$ cat src/rtl/pwm_seq_pkg.sv
package pwm_seq_pkg;
    localparam int PER_W  = 10;
    localparam int SS_W   = 8;
    localparam int RATE_W = 8;
    localparam int NCMP   = 2;

    typedef struct packed {
        logic [PER_W-1:0] ph;
        logic [PER_W-1:0] per;
    } tbase_t;

    typedef struct packed {
        logic [SS_W-1:0]   lvl;
        logic [RATE_W-1:0] pre;
    } ramp_t;

    typedef struct packed {
        logic             gate;
        logic [PER_W-1:0] on;
    } pulse_t;
endpackage

$ cat src/rtl/pwm_sync.sv
module pwm_sync #(
    parameter int W      = 2,
    parameter int STAGES = 2
) (
    input  logic         clk,
    input  logic         rst_n,
    input  logic [W-1:0] din,
    output logic [W-1:0] dout
);
    typedef logic [STAGES-1:0][W-1:0] chain_t;
    chain_t ch_d, ch_q;

    always_comb begin
        ch_d    = ch_q;
        ch_d[0] = din;
        for (int i = 1; i < STAGES; i++) begin
            ch_d[i] = ch_q[i-1];
        end
    end

    always_ff @(posedge clk or negedge rst_n) begin
        if (!rst_n) ch_q <= '0;
        else        ch_q <= ch_d;
    end

    assign dout = ch_q[STAGES-1];
endmodule

$ cat src/rtl/pwm_timebase.sv
module pwm_timebase
    import pwm_seq_pkg::*;
#(
    parameter int MIN_PER = 200,
    parameter int MAX_PER = 1000
) (
    input  logic             clk,
    input  logic             rst_n,
    input  logic [PER_W-1:0] period_in,
    output logic             wrap,
    output logic [PER_W-1:0] dmax
);
    localparam int PROD_W = PER_W + 3;
    localparam int CMP_W  = PER_W + 1;

    tbase_t           s_d, s_q;
    logic [PER_W-1:0] per_clamped;
    logic [PROD_W-1:0] prod;

    always_comb begin
        if (period_in < PER_W'(MIN_PER))      per_clamped = PER_W'(MIN_PER);
        else if (period_in > PER_W'(MAX_PER)) per_clamped = PER_W'(MAX_PER);
        else                                  per_clamped = period_in;

        wrap = (CMP_W'(s_q.ph) + CMP_W'(1)) >= CMP_W'(s_q.per);

        s_d = s_q;
        if (wrap) begin
            s_d.ph  = '0;
            s_d.per = per_clamped;
        end else begin
            s_d.ph  = s_q.ph + PER_W'(1);
        end

        prod = PROD_W'(s_q.per) << 2;
        dmax = PER_W'(prod / PROD_W'(5));
    end

    always_ff @(posedge clk or negedge rst_n) begin
        if (!rst_n) begin
            s_q.ph  <= '0;
            s_q.per <= PER_W'(MIN_PER);
        end else begin
            s_q <= s_d;
        end
    end
endmodule

$ cat src/rtl/pwm_softstart.sv
module pwm_softstart
    import pwm_seq_pkg::*;
#(
    parameter int SS_EN   = 45,
    parameter int SS_FULL = 160
) (
    input  logic              clk,
    input  logic              rst_n,
    input  logic              hold,
    input  logic [RATE_W-1:0] rate,
    input  logic [PER_W-1:0]  dmax,
    output logic [SS_W-1:0]   lvl,
    output logic [PER_W-1:0]  ceil_cyc,
    output logic              ready
);
    localparam int SPAN  = SS_FULL - SS_EN;
    localparam int MUL_W = SS_W + PER_W;

    ramp_t            r_d, r_q;
    logic [SS_W-1:0]  over;
    logic [MUL_W-1:0] mul;

    always_comb begin
        r_d = r_q;
        if (hold) begin
            r_d = '0;
        end else if (r_q.lvl < SS_W'(SS_FULL)) begin
            if (r_q.pre >= rate) begin
                r_d.pre = '0;
                r_d.lvl = r_q.lvl + SS_W'(1);
            end else begin
                r_d.pre = r_q.pre + RATE_W'(1);
            end
        end

        over     = (r_q.lvl > SS_W'(SS_EN)) ? (r_q.lvl - SS_W'(SS_EN)) : '0;
        mul      = MUL_W'(over) * MUL_W'(dmax);
        ceil_cyc = PER_W'(mul / MUL_W'(SPAN));
        ready    = (r_q.lvl >= SS_W'(SS_EN));
        lvl      = r_q.lvl;
    end

    always_ff @(posedge clk or negedge rst_n) begin
        if (!rst_n) r_q <= '0;
        else        r_q <= r_d;
    end
endmodule

$ cat src/rtl/pwm_seq_top.sv
module pwm_seq_top
    import pwm_seq_pkg::*;
#(
    parameter int MIN_PER     = 200,
    parameter int MAX_PER     = 1000,
    parameter int BLANK_CYC   = 10,
    parameter int SYNC_STAGES = 2,
    parameter int SS_EN       = 45,
    parameter int SS_FULL     = 160
) (
    input  logic              clk,
    input  logic              rst_n,
    input  logic              en,
    input  logic              por_hi,
    input  logic              por_lo,
    input  logic              ovlo,
    input  logic              cmp_pwm,
    input  logic              cmp_ilim,
    input  logic [PER_W-1:0]  period_cyc,
    input  logic [RATE_W-1:0] ss_rate,
    output logic              gate
);
    localparam int CMP_W = PER_W + 1;

    logic [NCMP-1:0]  cmp_s;
    logic             wrap;
    logic [PER_W-1:0] dmax_w;
    logic [SS_W-1:0]  ss_lvl_w;
    logic [PER_W-1:0] ceil_w;
    logic             ss_ready;
    logic             ss_hold;
    logic             run;
    logic             trip;
    logic             at_limit;

    pulse_t p_d, p_q;

    pwm_sync #(.W(NCMP), .STAGES(SYNC_STAGES)) u_sync (
        .clk  (clk),
        .rst_n(rst_n),
        .din  ({cmp_ilim, cmp_pwm}),
        .dout (cmp_s)
    );

    pwm_timebase #(.MIN_PER(MIN_PER), .MAX_PER(MAX_PER)) u_tbase (
        .clk      (clk),
        .rst_n    (rst_n),
        .period_in(period_cyc),
        .wrap     (wrap),
        .dmax     (dmax_w)
    );

    assign ss_hold = !en || por_hi || por_lo;

    pwm_softstart #(.SS_EN(SS_EN), .SS_FULL(SS_FULL)) u_ss (
        .clk     (clk),
        .rst_n   (rst_n),
        .hold    (ss_hold),
        .rate    (ss_rate),
        .dmax    (dmax_w),
        .lvl     (ss_lvl_w),
        .ceil_cyc(ceil_w),
        .ready   (ss_ready)
    );

    always_comb begin
        run      = en && !por_hi && !por_lo && !ovlo && ss_ready;
        trip     = (|cmp_s) && (p_q.on >= PER_W'(BLANK_CYC));
        at_limit = (CMP_W'(p_q.on) + CMP_W'(1)) >= CMP_W'(ceil_w);

        p_d = p_q;
        if (!run) begin
            p_d.gate = 1'b0;
            p_d.on   = '0;
        end else if (wrap) begin
            p_d.gate = (ceil_w != '0);
            p_d.on   = '0;
        end else if (p_q.gate) begin
            p_d.on = p_q.on + PER_W'(1);
            if (at_limit || trip) p_d.gate = 1'b0;
        end
    end

    always_ff @(posedge clk or negedge rst_n) begin
        if (!rst_n) p_q <= '0;
        else        p_q <= p_d;
    end

    assign gate = p_q.gate;
endmodule

$ cat config.mk
export PLATFORM = sky130hd
export DESIGN_NAME = pwm_seq_top
export DESIGN_NICKNAME = d
export VERILOG_FILES = /design/src/rtl/pwm_seq_pkg.sv /design/src/rtl/pwm_sync.sv /design/src/rtl/pwm_timebase.sv /design/src/rtl/pwm_softstart.sv /design/src/rtl/pwm_seq_top.sv
export SDC_FILE = /design/constraint.sdc
export NUM_CORES = 1
export LEC_CHECK = 0
export ABC_AREA = 1
export BUFFER_PORTS_ARGS = -buffer_cell sky130_fd_sc_hd__buf_4
export CAP_MARGIN = 40
export CORE_MARGIN = 2
export CORE_UTILIZATION = 40
export CTS_CLUSTER_SIZE = 24
export DETAILED_ROUTE_END_ITERATION = 7
export PLACE_DENSITY_LB_ADDON = 0.25
export SYNTH_ARGS = -nofsm -noshare
export SYNTH_HDL_FRONTEND = slang
export SYNTH_HIERARCHICAL = 1
export SYNTH_SLANG_ARGS = --single-unit
$ cat constraint.sdc
create_clock -name clk -period 12.4 [get_ports clk]
set_input_delay 2.48 -clock clk [delete_from_list [all_inputs] [get_ports clk]]
set_output_delay 2.48 -clock clk [all_outputs]
set_load 0.005 [all_outputs]
# Word-level counts from Yosys, hierarchy flattened
# Index checks and enable logic that the tools add are counted.
[word_totals]
elab_cells = 57
input_bits = 26
output_inout_bits = 1
reg_bits = 51
[classes]
reduce_logical = 17
multipliers = 1
n_mux = 12
n_lt_le_gt_ge = 9
eq_ne = 1
n_div = 2
add_sub_neg = 7
[op_table]
columns = ["op", "n"]
rows = [
  ["two-way mux 11 bit", 3],
  ["two-way mux 16 bit", 2],
  ["two-way mux 10 bit", 3],
  ["two-way mux 8 bit", 3],
  ["adder 10 x 1 -> 11 bit (second input constant)", 2],
  [">= comparator 11 x 10 -> 1 bit", 2],
  ["adder 10 x 1 -> 10 bit (second input constant)", 2],
  ["divider 18 x 7 -> 18 bit (second input constant)", 1],
  ["multiplier 8 x 10 -> 18 bit", 1],
  ["adder 8 x 1 -> 8 bit (second input constant)", 2],
  ["divider 12 x 3 -> 13 bit (second input constant)", 1],
  [">= comparator 10 x 4 -> 1 bit (second input constant)", 1],
  ["> comparator 10 bit (second input constant)", 1],
  ["< comparator 10 x 8 -> 1 bit (second input constant)", 1],
  ["nonzero test 10 bit", 1],
  [">= comparator 8 x 6 -> 1 bit (second input constant)", 1],
  [">= comparator 8 bit", 1],
  ["> comparator 8 x 6 -> 1 bit (second input constant)", 1],
  ["< comparator 8 bit (second input constant)", 1],
  ["subtractor 8 x 6 -> 8 bit (second input constant)", 1],
  ["logical AND 1 bit", 5],
  ["zero test 1 bit", 4],
  ["nonzero test 2 bit", 2],
  ["logical OR 1 bit", 3],
  ["4 further kinds", 4],
]

# Logic depth before layout (Yosys ltp)
# Gate-level depths: netlist (run 1).
[depth]
ltp_word = 10
mapped_depth = 140
ltp_nobuf = 138

# By module
# Netlist (run 1), hierarchy kept.
[modules_own_cells]
columns = ["module", "cells_each", "area_each_um2", "instances", "seq_area_each_um2"]
rows = [
  ["pwm_softstart", 1071, 6799.0, 1, 400.4],
  ["pwm_timebase", 292, 2055.7, 1, 504.2],
  ["pwm_seq_top", 145, 1041.0, 1, 275.3],
  ["pwm_sync", 4, 100.1, 1, 100.1],
]

# Worst setup path after synthesis (run 1)
# Ideal clock, no wire load.
[synth_timing]
path_type = "reg2reg"
startpoint = "register u_tbase.s_q, in the netlist u_tbase/prod[8]"
endpoint = "register p_q, in the netlist gate"
n_path_buf = 1
path_stages_with_launch = 118
slack_ns = -0.889
required_time_ns = 12.323
period_less_slack_ns = 13.289
t_arrival_ns = 13.212
setup_time_ns = 0.077
cell_sequence = "dfstp_2 > nand2_1 > inv_1 > nand3_2 > nand2_2 > nand2_2 > nand3_2 > nand2_4 > nand2_2 > nand3_2 > nand2_4 > nand2_4 > nand2_2 > nand3_2 > nand2_4 > nand2_4 > a21oi_4 > nand2_4 > [... 82 more ...] > inv_1 > ha_1 > inv_1 > nand3_2 > a21boi_1 > or2_1 > nand3_2 > nand3_2 > ha_1 > inv_1 > nand2_1 > nand2_1 > nand2_1 > nand2_1 > nand2_1 > nand2_1 > nand2_1 > a21oi_1"
[synth_rtl]
columns = ["element", "line", "text"]
rows = [
  ["start: declaration", "pwm_timebase.sv:16", "tbase_t s_d, s_q;"],
  ["end signal: assignment", "pwm_seq_top.sv:86", "else p_q <= p_d;"],
  ["end: declaration", "pwm_seq_top.sv:36", "pulse_t p_d, p_q;"],
]

==> results.md, run 1 <==
- Status: finished with violations
- Failing checks: setup timing
- Final hold slack: 349 ps
- Vias: 9925
- Pin count of the biggest net entering global routing: 52
- CP Launch Type: flip-flop
- Least-Margin Pin Slew: 659 ps
- Antenna violations before repair: 0
- Skew-Pair Late Insertion Delay: 290 ps
- Post-route ant nets: 0
- Final Util: 55.2%
- Final Setup Violations: 1
- Worst path top cell family by delay: simple AND/OR/NAND/NOR gates
- Placement Setup Slack: -1290 ps
- LEAKAGE: 7.64 nW
- Row cnt: 57
- DIE AREA: 26100 um2
- Final-report hold violation count: 0
- Final worst path period share: 109%
- CTS Buf Count: 5
- Warnings, synthesis: 6
- Max_slew headroom: 56.1%
- Non-filler cells, final: 2104
- Clk sink count: 51
- Slack of the critical path: -1080 ps
- Detailed-route vias per instance: 4.72
- Htree depth: 2
- Fmax: 74.2 MHz
- Layout filler cell count: 2317
- DR DRC count: 0
- I/O pin cnt: 27
- Post-Layout Inst Area: 13400 um2
- Die width: 162 um
- Global-route wire length before repair: 42000 um
- Worst hold path class: reg -> reg
- Most frequent cells in the layout: 295 x nand2_1, 274 x inv_1, 268 x buf_4
- Final #Nets: 1929
- Die H: 162 um
- Min cycle time layout: 13480 ps
- Syn-to-layout area delta: 35.1%
- Max VDD drop: 0.0932 mV
- CTS max path bufs: 2
- Worst path slowest cell: dfstp_2
- Setup TNS: -1080 ps
- Vias in the first global route: 9810
- Post-DP HPWL: 19400 um
- Crit path max fanout: 8
- Mapped Nets: 1654
- Fin Clk Skew: 6.80 ps
- Post-DP Area: 12400 um2
- Number of port buffers: 26
- Slew Limit Fails: 0
- Ant diodes: 0
- RD Place Congestion: 0.863
- Critical Path Max Stage Delay: 570 ps
- CTS root buf: clkbuf_16
- Ratio of cells with drive above 1 in the final layout: 35.3%
- Most frequent cell on the critical path: nand2_4
- Mapped Cells: 1504
- Cell Area, Synth: 9940 um2
- Synthesized area per cell: 6.61 um2
- CP endpoint kind: flip-flop
- RSZ-0062 raised after global routing: yes
- CP Class: reg -> reg
- Router iterations before antenna repair: 5
- Worst Path Required: 12620 ps
- P per Cell Area: 24.4 nW/um2
- Initial Util: 40.9%
- Worst EP arrival: 13710 ps
- Routed len/inst: 11.3 um
- Global Route Usage Sum: 18.6%
- Most common cell after layout, fill and taps aside: nand2_1
- Total power draw: 0.327 mW
- Core region area: 24300 um2
- TritonCTS clock tree: built
- Post-Place Cells: 2051
- Initial drt markers: 358
- Clock transition at the registers of the reported paths: 70 ps
- CP bufs+invs: 22
- Max-Cap Viols: 0
- Drt total wl: 23700 um
- Gr ovfl total: 0
-- area by class of cell --
type                    instances  area (um2)  share of cell area (%)
clock inverters                 2        16.3                   0.121
multi-input cells            1126        8260                    61.5
inverters                     321        1230                    9.13
clock buffers                   6         139                    1.03
flip-flops and latches         51        1280                    9.53
repair buffers                274        2110                    15.7
well taps                     324         405                    3.02
-- per-layer routing --
metal | part of all wire, % | track usage (%) | routed length (um) | vias up
met5 | 0 | 0 | 0 | -
met4 | 1.9 | 5.07 | 458 | 0
met3 | 2.1 | 0.950 | 502 | 30
met2 | 51 | 34.3 | 12000 | 136
met1 | 45 | 23.5 | 10800 | 4500
li1 | - | - | - | 5259
-- registers in the layout, summed over array words and instances (netlist names) --
| name | cells |
|---|---|
| u_sync/dout | 2 |
| gate | 1 |
| u_tbase/s_q | 10 |
| u_tbase/prod | 10 |
| u_ss/lvl | 8 |
| p_q | 10 |
| u_sync/ch_d | 2 |
| u_ss/r_q | 8 |
-- final timing paths --
kind	slack (ps)	to	startpoint	cells past startpoint
worst max-delay path	-1080	gate	u_tbase/prod[9]	122
worst min-delay path	350	u_sync/dout[0]	u_sync/ch_d[2]	0
worst max register to register	-1080	gate	u_tbase/prod[9]	122
worst min register to register	350	u_sync/dout[0]	u_sync/ch_d[2]	0
max in group asynchronous	9730	u_ss/r_q[1]	rst_n	1
min in group asynchronous	2210	p_q[3]	rst_n	1
-- timing repair --
item / CTS / global route
cloned: 1 / 0
pin swaps: 76 / 56
hold buffers: 0 / 0
setup buffers: 34 / 10
gates resized for setup: 72 / 43
endpoints found under the setup margin: 1 / 1
-- where the power goes --
part / leakage, nW / switching (mW) / internal [mW]
clock: 0.0731 / 0.0615 / 0.0807
sequential: 0.641 / 0.000678 / 0.167
combinational: 6.93 / 0.00938 / 0.00778
Note: power is estimated with default switching activity, not from simulation.
==> run 2: changes to the inputs <==
--- a/config.mk
+++ b/config.mk
@@ -5,7 +5,7 @@
 export SDC_FILE = /design/constraint.sdc
 export NUM_CORES = 1
 export LEC_CHECK = 0
-export ABC_AREA = 1
+export ABC_AREA = 0
 export BUFFER_PORTS_ARGS = -buffer_cell sky130_fd_sc_hd__buf_4
 export CAP_MARGIN = 40
 export CORE_MARGIN = 2
@@ -13,6 +13,7 @@
 export CTS_CLUSTER_SIZE = 24
 export DETAILED_ROUTE_END_ITERATION = 7
 export PLACE_DENSITY_LB_ADDON = 0.25
+export REMOVE_ABC_BUFFERS = 1
 export SYNTH_ARGS = -nofsm -noshare
 export SYNTH_HDL_FRONTEND = slang
 export SYNTH_HIERARCHICAL = 1
==> results.md, run 2 <==
- Antenna violations before repair: 0 (unchanged)
- Synthesized area per cell: 7.86 um2 (+19%)
- Clk sink count: 51 (unchanged)
- DIE AREA: 29100 um2 (+12%)
- Critical Path Max Stage Delay: 590 ps (+20 ps)
- Most frequent cells in the layout: 460 x buf_4, 123 x nand2_1, 111 x inv_1
- Most frequent cell on the critical path: buf_4
- RD Place Congestion: 0.924 (+7.1%)
- Worst hold path class: reg -> reg
- CTS max path bufs: 2 (unchanged)
- P per Cell Area: 24.0 nW/um2 (-1.7%)
- Min-Delay Path Depth: 0 (unchanged)
- CP endpoint kind: flip-flop
- RSZ-0062 raised after global routing: yes
- Initial drt markers: 674 (+88%)
- Least-Margin Pin Slew: 697 ps (+38.2 ps)
- Post-Place Cells: 2152 (+4.9%)
- Post-route ant nets: 0 (unchanged)
- Drt total wl: 31300 um (+32%)
- Fin Clk Skew: 6.60 ps (-0.207 ps)
- Final-report hold violation count: 0 (unchanged)
- Warnings, synthesis: 6 (unchanged)
- Post-DP HPWL: 24700 um (+28%)
- DR DRC count: 0 (unchanged)
- TritonCTS clock tree: built
- Hold_sp: u_sync/ch_d[2]
- Skew-Pair Late Insertion Delay: 300 ps (about the same)
- Global Route Usage Sum: 21.7% (+3.2 points)
- Core region area: 27600 um2 (+13%)
- Crit path max fanout: 6 (-2)
- Final Setup Violations: 1 (unchanged)
- CTS Buf Count: 5 (unchanged)
- Clock transition at the registers of the reported paths: 70 ps (about the same)
- Final worst path period share: 131% (+22 points)
- Cell Area, Synth: 11100 um2 (+12%)
- Slew Limit Fails: 0 (unchanged)
- Worst Path Required: 12600 ps (-20 ps)
- Initial Util: 40.3% (-0.52 points)
- Row cnt: 61 (+7.0%)
- Router iterations before antenna repair: 5 (unchanged)
- Worst path slowest cell: dfstp_2
- Max VDD drop: 0.160 mV (+72%)
- Status: finished with violations
- R2R cell count: 80 (-34%)
- Flop-to-flop setup slack: -3870 ps (-2790 ps)
- Placement Setup Slack: -4590 ps (-3300 ps)
- Failing checks: setup timing
- Most common cell after layout, fill and taps aside: buf_4
- Final Util: 56.2% (+1.0 points)
- CP Class: reg -> reg
- Routed len/inst: 14.2 um (+26%)
- Vias in the first global route: 11900 (+22%)
- Min cycle time layout: 16270 ps (+2790 ps)
- Worst hold endpoint: u_sync/dout[0]
- Global-route wire length before repair: 54100 um (+29%)
- Number of port buffers: 26 (unchanged)
- Htree depth: 2 (unchanged)
- Worst R2R End: gate
- Non-filler cells, final: 2205 (+4.8%)
- Slack of the critical path: -3870 ps (-2790 ps)
- Max-Cap Viols: 0 (unchanged)
- Max_slew headroom: 53.5% (-2.6 points)
- Die H: 171 um (+5.6%)
- Gr ovfl total: 0 (unchanged)
- LEAKAGE: 7.41 nW (-3.0%)
- Total power draw: 0.371 mW (+13%)
- Pin count of the biggest net entering global routing: 52 (unchanged)
- Hold-fix buffers at CTS: 0 (unchanged)
- Detailed-route vias per instance: 5.41 (+15%)
- Ant diodes: 0 (unchanged)
- CP Launch Type: flip-flop
- Die width: 171 um (+5.6%)
- Final #Nets: 1976 (+2.4%)
- Worst r2r src: u_tbase/prod[9]
- Vias: 11900 (+20%)
- Fmax: 61.5 MHz (-17%)
- Mapped Cells: 1414 (-6.0%)
- Syn-to-layout area delta: 39.4%
- I/O pin cnt: 27 (unchanged)
- CTS root buf: clkbuf_16
- Final hold slack: 351 ps (+1.86 ps)
- Ratio of cells with drive above 1 in the final layout: 35.6% (+0.24 points)
- Worst EP arrival: 16480 ps (+2770 ps)
## run 2: metrics by stage
stage / cell area (um2) / TNS (ps)
final: 15500 / -3870
after CTS: 15400 / -3610
after global placement: 14400 / -4170
after detailed placement: 14400 / -4590
after global routing: 15500 / -4840
after floorplan: 10700 / -5160
## run 2: how the worst max path moves through the flow
| stage | cells after the start | to | slack, ps | start |
|---|---|---|---|---|
| floorplan | 66 | gate | -5160 | u_tbase/prod[8] |
| global placement | 67 | gate | -4170 | u_tbase/prod[9] |
| detailed placement | 68 | gate | -4590 | u_tbase/prod[9] |
| CTS | 68 | gate | -3610 | u_tbase/prod[9] |
| global route | 77 | gate | -4840 | u_tbase/prod[9] |
| finish | 80 | gate | -3870 | u_tbase/prod[9] |
## run 2: per-layer routing
layer  vias up  global-route usage [%]  share of wire, %
met5         -                       0                 0
li1       5959                       -                 -
met3        65                    1.62               2.7
met1      5665                    27.8                45
met4         0                    5.76               2.2
met2       241                    39.3                50
## run 2: repair_timing
action / CTS / global route
setup buffers: 38 / 7
resized for setup: 119 / 8
pin swaps: 92 / 8
cloned: 0 / 0
setup endpoints to repair: 1 / 1
## run 2: worst max-delay path, delay by kind of cell (launching register included)
kind / cells / cell delay [ps]
muxes: 3 / 750
buffers and inverters: 19 / 2620
DFF: 1 / 590
AOI/OAI and AO/OA: 35 / 7170
xor gates and xnor gates: 2 / 430
adders and majority gates: 8 / 2850
and+or+nand+nor: 13 / 1720
## run 2: layout make-up
| type | instances | area (um2) |
|---|---|---|
| Fill cell | 2520 | 12100 |
| Multi-Input combinational cell | 1174 | 9490 |
| Timing Repair Buffer | 470 | 3570 |
| Sequential cell | 51 | 1280 |
| Inverter | 124 | 487 |
| Tap cell | 378 | 473 |
| Clock buffer | 5 | 125 |
| Clock inverter | 3 | 71.3 |
## run 2: power by group
| part | internal [mW] | leakage (nW) | total (mW) | switching (mW) |
|---|---|---|---|---|
| combinational | 0.00921 | 6.66 | 0.0194 | 0.0102 |
| sequential | 0.167 | 0.650 | 0.168 | 0.000604 |
| clock | 0.117 | 0.0959 | 0.184 | 0.0668 |
| total | 0.294 | 7.41 | 0.371 | 0.0776 |
